File: src/rtl/pace_pkg.sv
`timescale 1ns/1ps
package pace_pkg;

  typedef enum logic [2:0] {
    ST_IDLE  = 3'd0,
    ST_REFR  = 3'd1,
    ST_ESC   = 3'd2,
    ST_BLANK = 3'd3,
    ST_XWIN  = 3'd4,
    ST_AVDLY = 3'd5,
    ST_SAFE  = 3'd6
  } pst_e;

  localparam int NUM_IV = 6;

  // interval register index that times a given state
  function automatic int iv_of(input pst_e s);
    case (s)
      ST_ESC:   return 1;
      ST_BLANK: return 2;
      ST_XWIN:  return 3;
      ST_AVDLY: return 4;
      ST_SAFE:  return 5;
      default:  return 0;
    endcase
  endfunction

  // limit a requested length to [lo, hi]
  function automatic int clamp_len(input int v, input int lo, input int hi);
    if (v < lo) return lo;
    if (v > hi) return hi;
    return v;
  endfunction

endpackage

File: src/rtl/pace_regs.sv
`timescale 1ns/1ps
module pace_regs #(
  parameter int W = 10,
  parameter int N = 6,
  parameter logic [N*W-1:0] LO_V  = '0,
  parameter logic [N*W-1:0] HI_V  = '1,
  parameter logic [N*W-1:0] DEF_V = '0
) (
  input  logic           clk_i,
  input  logic           rst_ni,
  input  logic           wr_en_i,
  input  logic [2:0]     wr_sel_i,
  input  logic [W-1:0]   wr_data_i,
  output logic [N*W-1:0] len_o
);
  import pace_pkg::*;

  for (genvar i = 0; i < N; i++) begin : g_reg
    localparam int LO  = int'(LO_V[i*W +: W]);
    localparam int HI  = int'(HI_V[i*W +: W]);
    localparam int DEF = int'(DEF_V[i*W +: W]);
    localparam logic [W-1:0] RST = W'(clamp_len(DEF, LO, HI));
    logic [W-1:0] r;

    always_ff @(posedge clk_i or negedge rst_ni) begin
      if (!rst_ni)
        r <= RST;
      else if (wr_en_i && (wr_sel_i == 3'(i)))
        r <= W'(clamp_len(int'(wr_data_i), LO, HI));
    end

    assign len_o[i*W +: W] = r;
  end

endmodule

File: src/rtl/pace_timer.sv
`timescale 1ns/1ps
module pace_timer #(
  parameter int W = 10
) (
  input  logic         clk_i,
  input  logic         rst_ni,
  input  logic         tick_i,
  input  logic         ld_i,
  input  logic [W-1:0] ld_len_i,
  output logic         exp_o
);
  logic [W-1:0] cnt;

  always_ff @(posedge clk_i or negedge rst_ni) begin
    if (!rst_ni)
      cnt <= '0;
    else if (ld_i)
      cnt <= ld_len_i;
    else if (tick_i && (cnt != '0))
      cnt <= cnt - W'(1);
  end

  // expires on the tick that would bring the count to zero,
  // or at once when a zero length was loaded
  assign exp_o = (cnt == '0) || (tick_i && (cnt == W'(1)));

endmodule

File: src/rtl/pace_fsm.sv
`timescale 1ns/1ps
module pace_fsm (
  input  logic               clk_i,
  input  logic               rst_ni,
  input  logic               exp_i,
  input  logic               a_sense_i,
  input  logic               v_sense_i,
  output pace_pkg::pst_e     st_o,
  output pace_pkg::pst_e     nxt_o,
  output logic               go_o,
  output logic               a_pace_o,
  output logic               v_pace_o
);
  import pace_pkg::*;

  pst_e st, nxt;
  logic ap_d, vp_d;

  always_comb begin
    nxt  = st;
    ap_d = 1'b0;
    vp_d = 1'b0;
    case (st)
      ST_IDLE:  if (v_sense_i) nxt = ST_REFR;
      ST_REFR:  if (exp_i) nxt = ST_ESC;
      ST_ESC: begin
        if (v_sense_i)      nxt = ST_REFR;
        else if (a_sense_i) nxt = ST_BLANK;
        else if (exp_i) begin
          nxt  = ST_BLANK;
          ap_d = 1'b1;
        end
      end
      ST_BLANK: if (exp_i) nxt = ST_XWIN;
      ST_XWIN: begin
        if (v_sense_i)  nxt = ST_SAFE;
        else if (exp_i) nxt = ST_AVDLY;
      end
      ST_AVDLY: begin
        if (v_sense_i) nxt = ST_REFR;
        else if (exp_i) begin
          nxt  = ST_REFR;
          vp_d = 1'b1;
        end
      end
      ST_SAFE: begin
        if (exp_i) begin
          nxt  = ST_REFR;
          vp_d = 1'b1;
        end
      end
      default: nxt = ST_IDLE;
    endcase
  end

  always_ff @(posedge clk_i or negedge rst_ni) begin
    if (!rst_ni) begin
      st       <= ST_IDLE;
      a_pace_o <= 1'b0;
      v_pace_o <= 1'b0;
    end else begin
      st       <= nxt;
      a_pace_o <= ap_d;
      v_pace_o <= vp_d;
    end
  end

  assign st_o  = st;
  assign nxt_o = nxt;
  assign go_o  = (nxt != st);

endmodule

File: src/rtl/pace_seq_top.sv
`timescale 1ns/1ps
module pace_seq_top #(
  parameter int W         = 10,
  parameter int REFR_LO   = 300,
  parameter int REFR_HI   = 400,
  parameter int REFR_DEF  = 350,
  parameter int ESC_LO    = 0,
  parameter int ESC_HI    = 400,
  parameter int ESC_DEF   = 300,
  parameter int BLANK_LO  = 25,
  parameter int BLANK_HI  = 25,
  parameter int BLANK_DEF = 25,
  parameter int XWIN_LO   = 75,
  parameter int XWIN_HI   = 75,
  parameter int XWIN_DEF  = 75,
  parameter int AVDLY_LO  = 100,
  parameter int AVDLY_HI  = 100,
  parameter int AVDLY_DEF = 100,
  parameter int SAFE_LO   = 50,
  parameter int SAFE_HI   = 110,
  parameter int SAFE_DEF  = 100
) (
  input  logic         clk_i,
  input  logic         rst_ni,
  input  logic         tick_i,
  input  logic         a_sense_i,
  input  logic         v_sense_i,
  input  logic         wr_en_i,
  input  logic [2:0]   wr_sel_i,
  input  logic [9:0]   wr_data_i,
  output logic         a_pace_o,
  output logic         v_pace_o,
  output logic [2:0]   state_o
);
  import pace_pkg::*;

  localparam int N = NUM_IV;
  localparam logic [N*W-1:0] LO_V  = {W'(SAFE_LO),  W'(AVDLY_LO),  W'(XWIN_LO),
                                      W'(BLANK_LO), W'(ESC_LO),    W'(REFR_LO)};
  localparam logic [N*W-1:0] HI_V  = {W'(SAFE_HI),  W'(AVDLY_HI),  W'(XWIN_HI),
                                      W'(BLANK_HI), W'(ESC_HI),    W'(REFR_HI)};
  localparam logic [N*W-1:0] DEF_V = {W'(SAFE_DEF), W'(AVDLY_DEF), W'(XWIN_DEF),
                                      W'(BLANK_DEF), W'(ESC_DEF),  W'(REFR_DEF)};

  // named internal events, observed by the bound checker
  logic [N*W-1:0] len_vec;
  logic [W-1:0]   ld_len;
  logic           tmr_exp;
  logic           tmr_ld;
  pst_e           cur_st;
  pst_e           nxt_st;

  pace_regs #(.W(W), .N(N), .LO_V(LO_V), .HI_V(HI_V), .DEF_V(DEF_V)) u_regs (
    .clk_i     (clk_i),
    .rst_ni    (rst_ni),
    .wr_en_i   (wr_en_i),
    .wr_sel_i  (wr_sel_i),
    .wr_data_i (W'(wr_data_i)),
    .len_o     (len_vec)
  );

  assign ld_len = len_vec[iv_of(nxt_st)*W +: W];

  pace_timer #(.W(W)) u_tmr (
    .clk_i    (clk_i),
    .rst_ni   (rst_ni),
    .tick_i   (tick_i),
    .ld_i     (tmr_ld),
    .ld_len_i (ld_len),
    .exp_o    (tmr_exp)
  );

  pace_fsm u_fsm (
    .clk_i     (clk_i),
    .rst_ni    (rst_ni),
    .exp_i     (tmr_exp),
    .a_sense_i (a_sense_i),
    .v_sense_i (v_sense_i),
    .st_o      (cur_st),
    .nxt_o     (nxt_st),
    .go_o      (tmr_ld),
    .a_pace_o  (a_pace_o),
    .v_pace_o  (v_pace_o)
  );

  assign state_o = cur_st;

endmodule

File: config.mk
export PLATFORM = sky130hd
export DESIGN_NAME = pace_seq_top
export DESIGN_NICKNAME = d
export VERILOG_FILES = /design/src/rtl/pace_pkg.sv /design/src/rtl/pace_regs.sv /design/src/rtl/pace_timer.sv /design/src/rtl/pace_fsm.sv /design/src/rtl/pace_seq_top.sv
export SDC_FILE = /design/constraint.sdc
export NUM_CORES = 1
export LEC_CHECK = 0
export BUFFER_PORTS_ARGS = -buffer_cell sky130_fd_sc_hd__clkbuf_2
export CAP_MARGIN = 20
export CORE_MARGIN = 5
export CORE_UTILIZATION = 30
export CTS_CLUSTER_DIAMETER = 50
export DETAILED_ROUTE_END_ITERATION = 16
export GPL_ROUTABILITY_DRIVEN = 0
export PLACE_DENSITY = 0.56
export SYNTH_ARGS = -nofsm -noshare
export SYNTH_HDL_FRONTEND = slang
export SYNTH_SLANG_ARGS = --single-unit
File: constraint.sdc
create_clock -name clk_i -period 5.8 [get_ports clk_i]
set_input_delay 0.29 -clock clk_i [delete_from_list [all_inputs] [get_ports clk_i]]
set_output_delay 0.29 -clock clk_i [all_outputs]
set_load 0.02 [all_outputs]
==> metrics.md <==
| Metric | Value |
|---|---|
| Status | completed |
| Period utilization | 0.841 |
| First-pass detailed-route iteration total | 5 |
| Reg2Reg Depth | 15 |
| Synthesized net count | between 500 and 600 |
| Yosys cell types | 63 |
| Row Count | 47 |
| Setup TNS | 0 ns |
| Port bufs | 23 |
| Reg clk slew, reported paths | approximately 0.060 ns |
| Via Count | around 4200 |
| Drc violations | 0 |
| Ys Warns | 0 |
| Mapped Cells | 546 |
| Synthesized area | approximately 5100 sq um |
| DPL Wire Length | 10.1 mm |
| Core area | 16600 sq um |
| Post-CTS Setup Inserts | 0 |
| Worst Tran Pin Value | 0.951 ns |
| FMAX | 205 MHz |
| Min setup slack post-route | around 0.9 ns |
| Largest net degree at the start of global routing | 76 |
| Antenna violations before repair | 0 |
| P&R area growth vs syn | 10.7% |
| Inserted Diodes | 0 |
| Register area share after synthesis | 0.374 |
| R2R Setup Slk | 0.92 ns |
| Ys async rst share | 1.00 |
| CP Class | flip-flop to flip-flop |
| PostCTS Resize Cnt | 0 |
| Initial DRC count | 251 |
| CP max FO | 41 |
| ANT nets after route | 0 |
| Cell leakage power | 0.00232 uW |
| CP startpoint kind | flip-flop |
| Initial Util | 0.306 |
| # placed instances | 761 |
| Global-route wire length before repair | 22.3 mm |
| Critical Path RT | 6.04 ns |
| Cell Pwr Density | 460 nW/um^2 |
| Mapped Avg Cell Area | 9.32 sq um |
| R2R Path Start | u_tmr.cnt[0]$_DFFE_PN0P_ |
| Worst VDD drop | roughly 0.00025 V |
| Final core occ | 0.339 |
| Top FF cell, synth | dfrtp_1 |
| Vias in the first global route | 4168 |
| Final-report hold violation count | 0 |
| Endpoint of the worst register-to-register path | u_tmr.cnt[3]$_DFFE_PN0P_ |
| Final hold slack | 0.0850 ns |
| Die height | between 100 and 150 um |
| Root Buffer | clkbuf_16 |
| Crit path time final | ~5 ns |
| # nets final | 576 |
| Die width | 140 um |
| Deepest clock path buffer count | 2 |
| CTS tree | yes |
| Non-filler cells, final | ~780 |
| Gr usage total | 0.142 |
| Arr. time, crit path | 5.11 ns |
| Die area | 19700 sq um |
| Max_cap viols | 0 |
| Cts bufs inserted | 9 |
| I/O pin cnt | 24 |
| Clk sinks | 75 |
| Grt total ovfl | 0 |
| Pre-CTS setup slack | between 1 and 1.5 ns |
| Slew Limit Fails | 0 |
| Cts hold-fix bufs | 0 |
| Finish-stage setup viols | 0 |
| RSZ-0062 raised after global routing | false |
| Final WL | 13.6 mm |
| Layout cells sized above 1 | 0.169 |
| Worst min path class | input port to asynchronous set/reset pin |
| Vias per cell | roughly 5.4 |
| Slew headroom | 0.366 |
| WL/cell | 17.5 um |
| Max Clock Skew | 0.00592 ns |
| FF+latch count, synth | 75 |
| Skew-Pair Late Insertion Delay | 0.35 ns |
| EDFF count, synth | 0 |
| Critical Path Sink Type | flip-flop |
| H-tree levels | 3 |
==> cell type report <==
class,instances,area [sq um]
Timing Repair Buffer,26,140
Clock buffer,9,225
Sequential cell,75,1910
Tap cell,220,275
Clock inverter,7,81.3
Fill cell,1709,11000
Inverter,9,36.3
Multi-Input combinational cell,431,2970
==> stage by stage <==
step | cell area [sq um] | total power, uW
3_3_place_gp | 5330 | 1990
3_5_place_dp | 5330 | 2000
2_1_floorplan | 5090 | 1750
6_report | 5640 | 2590
5_1_grt | 5640 | 2780
4_1_cts | 5640 | 2600
==> state kept, by name (all words and copies together) (netlist names) <==
register        cells
u_regs.g.r         60
u_fsm.v_pace_o      1
u_tmr.cnt          10
u_fsm.st_o          3
u_fsm.a_pace_o      1
==> layer usage <==
metal | global-route usage | vias up | share of wire
met3 | 0.0331 | 28 | 0.042
met1 | 0.198 | 2026 | 0.48
li1 | - | 2011 | -
met2 | 0.210 | 117 | 0.45
met5 | 0 | - | 0
met4 | 0.0586 | 0 | 0.027
==> how the worst max path moves through the flow <==
stage / startpoint / endpoint
floorplan: u_tmr.cnt[0]$_DFFE_PN0P_ / u_tmr.cnt[2]$_DFFE_PN0P_
global placement: u_tmr.cnt[0]$_DFFE_PN0P_ / u_tmr.cnt[3]$_DFFE_PN0P_
detailed placement: u_tmr.cnt[0]$_DFFE_PN0P_ / u_tmr.cnt[3]$_DFFE_PN0P_
CTS: u_tmr.cnt[0]$_DFFE_PN0P_ / u_tmr.cnt[3]$_DFFE_PN0P_
global route: u_tmr.cnt[0]$_DFFE_PN0P_ / u_tmr.cnt[3]$_DFFE_PN0P_
finish: u_tmr.cnt[0]$_DFFE_PN0P_ / u_tmr.cnt[3]$_DFFE_PN0P_
==> cell usage in the layout, fill, tap and decap left out, drive strengths merged, types with 3 or more instances in the layout <==
cell type | synthesis | routed
a32oi | 3 | 3
nand2b | 12 | 12
buf | 17 | 4
nand3b | 3 | 3
or2 | 9 | 9
o311ai | 4 | 4
nand3 | 24 | 24
xor2 | 5 | 5
a22oi | 6 | 6
nor3 | 10 | 10
nor2 | 42 | 42
a21o | 5 | 5
clkbuf | 14 | 31
a21oi | 26 | 26
nor4 | 4 | 4
dfrtp | 52 | 52
nor2b | 18 | 18
clkinv | 1 | 3
and2 | 13 | 13
nand2 | 66 | 66
inv | 8 | 12
o31ai | 4 | 4
dfstp | 23 | 23
mux2 | 6 | 6
ha | 5 | 5
nand4 | 4 | 4
o21ai | 32 | 32
o21bai | 3 | 3
mux2i | 68 | 68
mux4 | 9 | 9
a211o | 3 | 3
o221ai | 4 | 4
o22ai | 5 | 5
a31oi | 6 | 6
a32o | 7 | 7
==> report_power, final <==
group	switching [uW]	internal [uW]	total, uW
clock network	237	340	578
registers	93.4	609	703
logic	771	543	1310
total	1100	1490	2590
==> worst max-delay path, cell delays in order (launching register included) <==
cell and delay, ns:
dfrtp_1 0.42, inv_1 0.07, ha_1 0.23, a21o_1 0.14, and4_1 0.40, mux2_4 0.37, nor2_8 0.43, inv_4 0.33
ha_1 0.77, clkinv_1 0.36, nor2_1 0.55, nand3_1 0.13, and3_1 0.21, nand3_1 0.09, o221ai_1 0.12, o21a_1 0.12
==> Yosys cell counts, types with 9 or more instances <==
library cell / instances / share of area
nor2b_1: 18 / 0.022
mux4_2: 9 / 0.040
nand2_1: 66 / 0.049
clkbuf_1: 14 / 0.010
a21oi_1: 26 / 0.026
o21ai_0: 26 / 0.026
mux2i_1: 68 / 0.13
nor2_1: 41 / 0.030
nand3_1: 24 / 0.024
and2_1: 13 / 0.016
nand2b_1: 12 / 0.015
dfstp_2: 23 / 0.12
dfrtp_1: 52 / 0.26
==> cells by family (layout without fill, tap and decap cells) <==
logic type / after synthesis / in the layout / synth area share
simple gates: 216 / 216 / 0.214
compound gates: 120 / 120 / 0.156
mux: 83 / 83 / 0.188
flops: 75 / 75 / 0.374
buf+inv: 40 / 51 / 0.0437
xor+xnor: 7 / 7 / 0.0120
fa+ha+maj: 5 / 5 / 0.0123
(Power assumes the default switching activity.)
